File: src/rtl/dmw_pkg.sv
package dmw_pkg;
  typedef enum logic [1:0] {
    RES_DIRECT = 2'd0,
    RES_WINDOW = 2'd1,
    RES_TLB    = 2'd2,
    RES_BAD    = 2'd3
  } xres_e;

  localparam int KEN_BIT = 0;   // kernel enable bit inside a window word
  localparam int UEN_BIT = 3;   // user enable bit inside a window word
  localparam int EN_W    = 4;   // width of the enable nibble
  localparam logic [1:0] PRIV_KERN = 2'd0;
  localparam logic [1:0] PRIV_USER = 2'd3;
  localparam logic [2:0] PERM_ALL  = 3'b111;
endpackage

File: src/rtl/dmw_window_match.sv
module dmw_window_match #(
  parameter int ADDR_W  = 64,
  parameter int SEG64_W = 4,
  parameter int SEG32_W = 3
) (
  input  logic [ADDR_W-1:0]       cfg_i,
  input  logic [ADDR_W-1:0]       addr_i,
  input  logic [dmw_pkg::EN_W-1:0] priv_mask_i,
  input  logic                    m64_i,
  output logic                    hit_o
);
  localparam int W32 = 32;

  logic enabled, tag64, tag32;

  always_comb begin
    enabled = |(cfg_i[dmw_pkg::EN_W-1:0] & priv_mask_i);
    tag64   = (cfg_i[ADDR_W-1 -: SEG64_W] == addr_i[ADDR_W-1 -: SEG64_W]);
    tag32   = (cfg_i[W32-1 -: SEG32_W] == addr_i[W32-1 -: SEG32_W]);
    hit_o   = enabled && (m64_i ? tag64 : tag32);
  end
endmodule

File: src/rtl/dmw_prio_pick.sv
module dmw_prio_pick #(
  parameter int N     = 4,
  parameter int IDX_W = (N > 1) ? $clog2(N) : 1
) (
  input  logic [N-1:0]     hits_i,
  output logic             any_o,
  output logic [IDX_W-1:0] idx_o
);
  always_comb begin
    any_o = 1'b0;
    idx_o = '0;
    // walk from the lowest priority so the last assignment is window 0
    for (int i = N - 1; i >= 0; i--) begin
      if (hits_i[i]) begin
        any_o = 1'b1;
        idx_o = IDX_W'(i);
      end
    end
  end
endmodule

File: src/rtl/dmw_xlate_front.sv
module dmw_xlate_front #(
  parameter int ADDR_W  = 64,
  parameter int VA_W    = 48,
  parameter int PA_W    = 48,
  parameter int N_WIN   = 4,
  parameter int SEG64_W = 4,
  parameter int SEG32_W = 3,
  parameter int IDX_W   = (N_WIN > 1) ? $clog2(N_WIN) : 1
) (
  input  logic                    clk,
  input  logic                    rst,
  input  logic [ADDR_W-1:0]       vaddr_i,
  input  logic [1:0]              priv_i,
  input  logic                    dam_i,
  input  logic                    pgen_i,
  input  logic                    m64_i,
  input  logic [N_WIN*ADDR_W-1:0] win_cfg_i,
  output logic [PA_W-1:0]         pa_o,
  output logic [2:0]              perm_o,
  output logic [1:0]              res_o,
  output logic                    tlb_req_o,
  output logic [IDX_W-1:0]        win_idx_o
);
  import dmw_pkg::*;

  localparam int W32     = 32;
  localparam int LO32    = W32 - SEG32_W;      // address bits kept in 32-bit mode
  localparam int PSEG_HI = LO32 - 2;           // physical segment field top bit
  localparam int HI_W    = ADDR_W - VA_W;      // bits guarded by the canonical check
  localparam logic [ADDR_W-1:0] VA_MASK = {{HI_W{1'b0}}, {VA_W{1'b1}}};
  localparam logic [ADDR_W-1:0] PA_MASK = {{(ADDR_W-PA_W){1'b0}}, {PA_W{1'b1}}};

  logic [EN_W-1:0]   priv_mask;
  logic [N_WIN-1:0]  hits;
  logic              any_hit;
  logic [IDX_W-1:0]  hit_idx;
  logic [ADDR_W-1:0] sel_cfg;
  logic [ADDR_W-1:0] pa_win64, pa_win32, pa_next;
  logic [HI_W-1:0]   upper;
  logic              canonical, direct;
  xres_e             res_next;
  logic [2:0]        perm_next;

  always_comb begin
    priv_mask = '0;
    priv_mask[KEN_BIT] = (priv_i == PRIV_KERN);
    priv_mask[UEN_BIT] = (priv_i == PRIV_USER);
  end

  for (genvar g = 0; g < N_WIN; g++) begin : g_win
    dmw_window_match #(
      .ADDR_W (ADDR_W),
      .SEG64_W(SEG64_W),
      .SEG32_W(SEG32_W)
    ) match_i (
      .cfg_i      (win_cfg_i[g*ADDR_W +: ADDR_W]),
      .addr_i     (vaddr_i),
      .priv_mask_i(priv_mask),
      .m64_i      (m64_i),
      .hit_o      (hits[g])
    );
  end

  dmw_prio_pick #(
    .N    (N_WIN),
    .IDX_W(IDX_W)
  ) pick_i (
    .hits_i(hits),
    .any_o (any_hit),
    .idx_o (hit_idx)
  );

  always_comb begin
    sel_cfg   = win_cfg_i[hit_idx*ADDR_W +: ADDR_W];
    pa_win64  = vaddr_i & VA_MASK;
    pa_win32  = {{(ADDR_W-W32){1'b0}}, sel_cfg[PSEG_HI -: SEG32_W], vaddr_i[LO32-1:0]};
    upper     = vaddr_i[ADDR_W-1:VA_W];
    canonical = (upper == '0) || (upper == '1);
    direct    = dam_i && !pgen_i;

    if (direct) begin
      res_next  = RES_DIRECT;
      pa_next   = vaddr_i & PA_MASK;
      perm_next = PERM_ALL;
    end else if (any_hit) begin
      res_next  = RES_WINDOW;
      pa_next   = m64_i ? pa_win64 : pa_win32;
      perm_next = PERM_ALL;
    end else if (canonical) begin
      res_next  = RES_TLB;
      pa_next   = vaddr_i & PA_MASK;
      perm_next = 3'b000;
    end else begin
      res_next  = RES_BAD;
      pa_next   = '0;
      perm_next = 3'b000;
    end
  end

  always_ff @(posedge clk) begin
    if (rst) begin
      pa_o      <= '0;
      perm_o    <= 3'b000;
      res_o     <= RES_BAD;
      tlb_req_o <= 1'b0;
      win_idx_o <= '0;
    end else begin
      pa_o      <= pa_next[PA_W-1:0];
      perm_o    <= perm_next;
      res_o     <= res_next;
      tlb_req_o <= (res_next == RES_TLB);
      win_idx_o <= (!direct && any_hit) ? hit_idx : '0;
    end
  end
endmodule

File: config.mk
export PLATFORM = sky130hd
export DESIGN_NAME = dmw_xlate_front
export DESIGN_NICKNAME = d
export VERILOG_FILES = /design/src/rtl/dmw_pkg.sv /design/src/rtl/dmw_window_match.sv /design/src/rtl/dmw_prio_pick.sv /design/src/rtl/dmw_xlate_front.sv
export SDC_FILE = /design/constraint.sdc
export NUM_CORES = 1
export LEC_CHECK = 0
export ABC_AREA = 1
export CAP_MARGIN = 30
export CORE_AREA = 8 8 144 146
export CTS_BUF_LIST = sky130_fd_sc_hd__clkbuf_2 sky130_fd_sc_hd__clkbuf_4 sky130_fd_sc_hd__clkbuf_8
export DETAILED_ROUTE_END_ITERATION = 10
export DIE_AREA = 0 0 152 154
export GPL_TIMING_DRIVEN = 0
export SLEW_MARGIN = 15
export SYNTH_ARGS = -nofsm -noshare
export SYNTH_HDL_FRONTEND = slang
export SYNTH_HIERARCHICAL = 1
export SYNTH_SLANG_ARGS = --single-unit
File: constraint.sdc
create_clock -name clk -period 1.6 [get_ports clk]
set_clock_uncertainty 0.1 [all_clocks]
set_input_delay 0.32 -clock clk [delete_from_list [all_inputs] [get_ports clk]]
set_output_delay 0.32 -clock clk [all_outputs]
set_load 0.02 [all_outputs]
# Yosys cells after proc, flatten, opt, wreduce, memory -nomap -nowiden

Index checks and enable logic that the tools add are counted.

Register bits after elaboration: 56
Latch bits: 0
Bits in writable memories: 0
Bits in read-only memories: 0
Word-level logic and storage cells: 59
Memories: 0

Add/subtract/negate cells: 0
$mul: 0
Div/mod/pow operators: 0
$lt $le $gt $ge: 0
Eq/ne operators: 11
Shifts and indexed selects: 1
Mux-type cells: 21
Bitwise gates (word level): 5
Reduce and logical (&&, ||, !) cells: 16

Operators with widths:

| cell                 | count |
|---|---|
| $shiftx 256x9->28    | 1 |
| $mux 48              | 4 |
| $and 4x4->4          | 4 |
| $eq 16x16->1 const B | 1 |
| $eq 4x4->1           | 4 |
| $logic_not 16->1     | 1 |
| $reduce_or 4->1      | 4 |
| $eq 3x3->1           | 4 |
| $mux 2               | 6 |
| $mux 1               | 9 |
| $logic_and 1x1->1    | 6 |
| $mux 3               | 2 |
| $eq 2x2->1 const B   | 2 |
| $logic_not 1->1      | 2 |
| $logic_not 2->1      | 1 |
| $reduce_or 2->1      | 1 |
| $logic_or 1x1->1     | 1 |
| $not 1->1            | 1 |

# Longest topological paths before layout

Word-level depth: 12
Depth in mapped cells: 14

# Modules after synthesis

Netlist, hierarchy kept.

By module, submodules not included:

| module           | instances | cells each | area each (sq um) | sequential area each (sq um) |
|---|---|---|---|---|
| dmw_xlate_front  | 1         | 240        | 1,924.3           | 1,081.0 |
| dmw_window_match | 4         | 38         | 170.2             | 0.0 |
| dmw_prio_pick    | 1         | 8          | 36.3              | 0.0 |

# Worst setup path before layout

Ideal clock, no wire load.

Kind: input to register
Start point: in priv_i[1]
End point: reg pa_o[29]
Data arrival time: 1.545 ns
Data required time: 1.379 ns
Setup slack: -0.166 ns
Stages: 12
Path buffers: 0
Path through: nor2_1 nand2_1 nand2_1 nor2_1 a21oi_2 inv_1 a21oi_2 inv_1 nor2_1 o21ai_0 o221ai_1 nand2_1

Elaborated cells between the ends (all ways): 26
Classes of those cells: eq/ne: 1; shift: 1; mux: 11; bitwise: 4; reduce/logical: 9

RTL lines:

| what                                          | RTL line                                     | RTL |
|---|---|---|
| start: declaration                            | dmw_xlate_front.sv:13                        | `input logic [1:0] priv_i,` |
| $eq 2x2->1 or $logic_not 2->1 (tied branches) | dmw_xlate_front.sv:47, dmw_xlate_front.sv:46 |  |
| $and 4x4->4 *                                 | dmw_window_match.sv:17                       | `enabled = \|(cfg_i[dmw_pkg::EN_W-1:0] & priv_mask_i);` |
| $reduce_or 4->1 *                             | dmw_window_match.sv:17                       |  |
| $logic_and 1x1->1 *                           | dmw_window_match.sv:20                       | `hit_o = enabled && (m64_i ? tag64 : tag32);` |
| via hits[1]                                   | dmw_xlate_front.sv:34                        | `logic [N_WIN-1:0] hits;` |
| $mux 2 * (2 in a row)                         | dmw_prio_pick.sv:14                          | `if (hits_i[i]) begin` |
| via hit_idx[0]                                | dmw_xlate_front.sv:36                        | `logic [IDX_W-1:0] hit_idx;` |
| $shiftx 256x9->28 *                           | dmw_xlate_front.sv:74                        | `sel_cfg = win_cfg_i[hit_idx*ADDR_W +: ADDR_W];` |
| $mux 48 *                                     | dmw_xlate_front.sv:87                        | `pa_next = m64_i ? pa_win64 : pa_win32;` |
| $mux 48 *                                     | dmw_xlate_front.sv:85                        | `end else if (any_hit) begin` |
| $mux 48 *                                     | dmw_xlate_front.sv:81                        | `if (direct) begin` |
| end signal: assignment                        | dmw_xlate_front.sv:108                       | `pa_o <= pa_next[PA_W-1:0];` |
| end: declaration                              | dmw_xlate_front.sv:18                        | `output logic [PA_W-1:0] pa_o,` |

The timed path passes the listed nets; every way through them passes the cells marked *.
A chain may end at the register's enable or synchronous reset.

# Worst setup path after layout

Start point: in vaddr_i[63]
End point: reg pa_o[30]

Cells in the longest elaborated chain, start to end: 11
Elaborated cells between the ends (all ways): 28
Classes of those cells: eq/ne: 5; shift: 1; mux: 16; reduce/logical: 6

RTL lines:

| what                | RTL line               | RTL |
|---|---|---|
| start: declaration  | dmw_xlate_front.sv:12  | `input logic [ADDR_W-1:0] vaddr_i,` |
| $eq 4x4->1          | dmw_window_match.sv:18 | `tag64 = (cfg_i[ADDR_W-1 -: SEG64_W] == addr_i[ADDR_W-1 -: SEG64_W]);` |
| $mux 1              | dmw_window_match.sv:20 |  |
| $logic_and 1x1->1   | dmw_window_match.sv:20 |  |
| via hits[3]         | dmw_xlate_front.sv:34  |  |
| $mux 2 (4 in a row) | dmw_prio_pick.sv:14    |  |
| via hit_idx[0]      | dmw_xlate_front.sv:36  |  |
| $shiftx 256x9->28   | dmw_xlate_front.sv:74  |  |
| $mux 48             | dmw_xlate_front.sv:87  |  |
| $mux 48             | dmw_xlate_front.sv:85  |  |
| $mux 48             | dmw_xlate_front.sv:81  |  |

The timed path passes the listed nets, and every way through them passes these cells.

==> out/qor.yml <==
floorplanning:
  start_util_pct: 14.3
  die_w_um: 152
  pin_count: 383
  core_um2: 18500
  dieArea_um2: 23400
  die_y_um: 154
  placementRows: 50
drt:
  vias: 3097
  drtAntennaViolNets: 0
  drc: 0
  firstDrtPassIters: 4
  wl_per_cell_um: 13.2
  routed_wl_mm: 11.3
  dr.first_iter.drc_count: 75
  viasPerCell: 3.62
placed_design:
  dpl-instance-area_um2: 4830
  pre_cts_ws_ps: -1420
  detailedPlacementHpwl_mm: 9.12
  gp_congestion: 0.762
  portBuffers: 182
  dp.cells: 823
pwr:
  p_int_w: 0.00254
  irDropWorstVdd_mv: 0.312
  p_sw_w: 0.00115
  seqPwrFrac_pct: 39.3
  comb_power_share_pct: 37.2
  leakagePower_nw: 2.86
  pwr-share-clk_pct: 23.5
  cellPowerDensity_nw_per_um2: 665
  swShare_pct: 31.1
timing:
  final_max_slew_viol_count: 0
  setup_viol: 48
  hold_viol: 0
  layout_setup_ws_ps: -144
  layout_min_cycle_time_ps: 1740
  hold_ws_ps: 188
  fmax_mhz: 574
  rsz0062_at_grt: "yes"
  finalCritPeriodShare_pct: 109
layout:
  num_antenna_cells: 0
  final_common_cell: "clkdlybuf4s50_1"
  stdcell_count: 856
  multi_input_area_um2: 1580
  n_fill_cell: 1965
  layout-drive-gt1-share_pct: 31.2
  final_nets: 948
  fin_area_um2: 5540
  register_area_um2: 1080
  syn_to_final_growth_pct: 110
  fin_util_pct: 30.0
  final_cell_mix: "clkdlybuf4s50_1 (80), inv_1 (70), nand2_1 (69)"
worst_setup_path:
  criticalPathCategory: "input pin to register"
  worstPathMaxFanout: 10
  crit_path_start_kind: "input pin"
  arrival_ps: 1830
  crit_required_ps: 1690
  end_kind: "register"
job:
  max_cap_violations: 0
global_route:
  grt-ovfl-total: 0
  antenna_found_initial: 5
  grt_use_total_pct: 9.17
  grt_max_degree: 17
  grt_pass1_wl_mm: 16.8
  grt_pass1_vias: 3092
clock_network:
  htree_num_levels: 2
  cts_buffers: 5
  cts-root-buf: "clkbuf_8"
  clockBufferDepth: 2
  clkTransAtPathRegs_ps: 100
  cts.sink_count: 54
  cts-hold-fix-buffers: 0
  cts_tree: "done"
outcome:
  outcome: "finished with violations"
  failed_checks: "setup timing"
synthesis:
  netlist_instances: 400
  ys_seq_elements: 54
  netlist_area_um2: 2640
  synth_warnings: 6
  ys_types: 25
  seq_area_frac_synth_pct: 40.9
  avgSynthCellArea_um2: 6.60
hold_path:
  hold_path_class: "input pin to register"
  min_path_cells: 3
state kept, by name, indices dropped and copies added, names as in the netlist:
signal	cells
res_o	2
win_idx_o	2
perm_o	1
pa_o	48
tlb_req_o	1
final timing paths:
path | start | to | slack [ps]
max | vaddr_i[63] | pa_o[30] | -140
min | vaddr_i[31] | pa_o[31] | 190
kinds of logic (layout without fill, tap and decap cells):
family	Yosys count	in the layout	synth area share [%]
AND/OR/NAND/NOR	209	209	33.5
buffers and inverters	107	322	16.3
flip-flops	54	54	40.9
AO/OA/AOI/OAI	25	25	6.63
XOR/XNOR	4	4	2.46
other	1	8	0.142
cell usage after synthesis:
cell	instances	area share (%)
a21oi_1	1	0.19
a21oi_2	5	1.7
a22o_1	4	1.3
buf_1	1	0.14
buf_4	4	1.1
buf_6	2	0.85
clkbuf_1	2	0.28
clkinv_1	1	0.14
conb_1	1	0.14
dfxtp_1	54	41
inv_1	97	14
nand2_1	85	12
nand3_1	36	6.8
nand3_2	1	0.38
nand3_4	1	0.66
nand3b_1	1	0.28
nand4_1	2	0.47
nor2_1	72	10
nor2_2	10	2.4
nor3_1	1	0.19
o21ai_0	8	1.5
o21bai_1	4	1.1
o221ai_1	1	0.33
o22ai_1	2	0.47
xnor2_2	4	2.5
per-stage QoR:
stage	power, W	setup TNS (ps)
4_1_cts	0.00370	-3090
3_5_place_dp	0.00259	-65510
3_3_place_gp	0.00258	-64130
5_1_grt	0.00390	-8340
2_1_floorplan	0.00196	-1060
6_report	0.00369	-2550
cell type report:
cell class | instances | area share (%)
Buffer | 9 | 1.67
Clock buffer | 7 | 1.74
Clock inverter | 1 | 0.158
Inverter | 98 | 7.25
Multi-Input combinational cell | 246 | 28.4
Sequential cell | 54 | 19.5
Tap cell | 234 | 5.28
Timing Repair Buffer | 207 | 36.0
critical path, stage by stage:
cell     delay, ps
buf_6          120
nand2_1         60
nand2_1         40
nor2_1         110
nand3_2        140
a21oi_4        190
nand2_2        100
a21oi_4        240
inv_4           80
buf_6          120
nor2_2          80
o22ai_1         90
nand2_1         80
a21oi_2         50
timing repair:
action | 4_1_cts | 5_1_grt
setup buffers | 18 | 6
setup endpoints to repair | 110 | 52
pin swaps | 83 | 36
resized for setup | 299 | 70
cloned | 4 | 0
power groups by stage:
stage,registers (W),clock network [W],logic [W]
4_1_cts,0.00145,0.000904,0.00135
5_1_grt,0.00146,0.000961,0.00148
2_1_floorplan,0.00160,0,0.000364
3_5_place_dp,0.00149,0,0.00111
6_report,0.00145,0.000866,0.00137
3_3_place_gp,0.00148,0,0.00110
per-layer routing:
layer | track usage (%) | part of all wire [%] | vias to the layer above
met5 | 0 | 0.48 | -
met4 | 2.05 | 1.1 | 10
met3 | 4.12 | 8.9 | 17
met2 | 15.5 | 47 | 107
met1 | 10.5 | 42 | 1345
li1 | - | - | 1618
No activity file was read; power rests on OpenSTA's default activity.
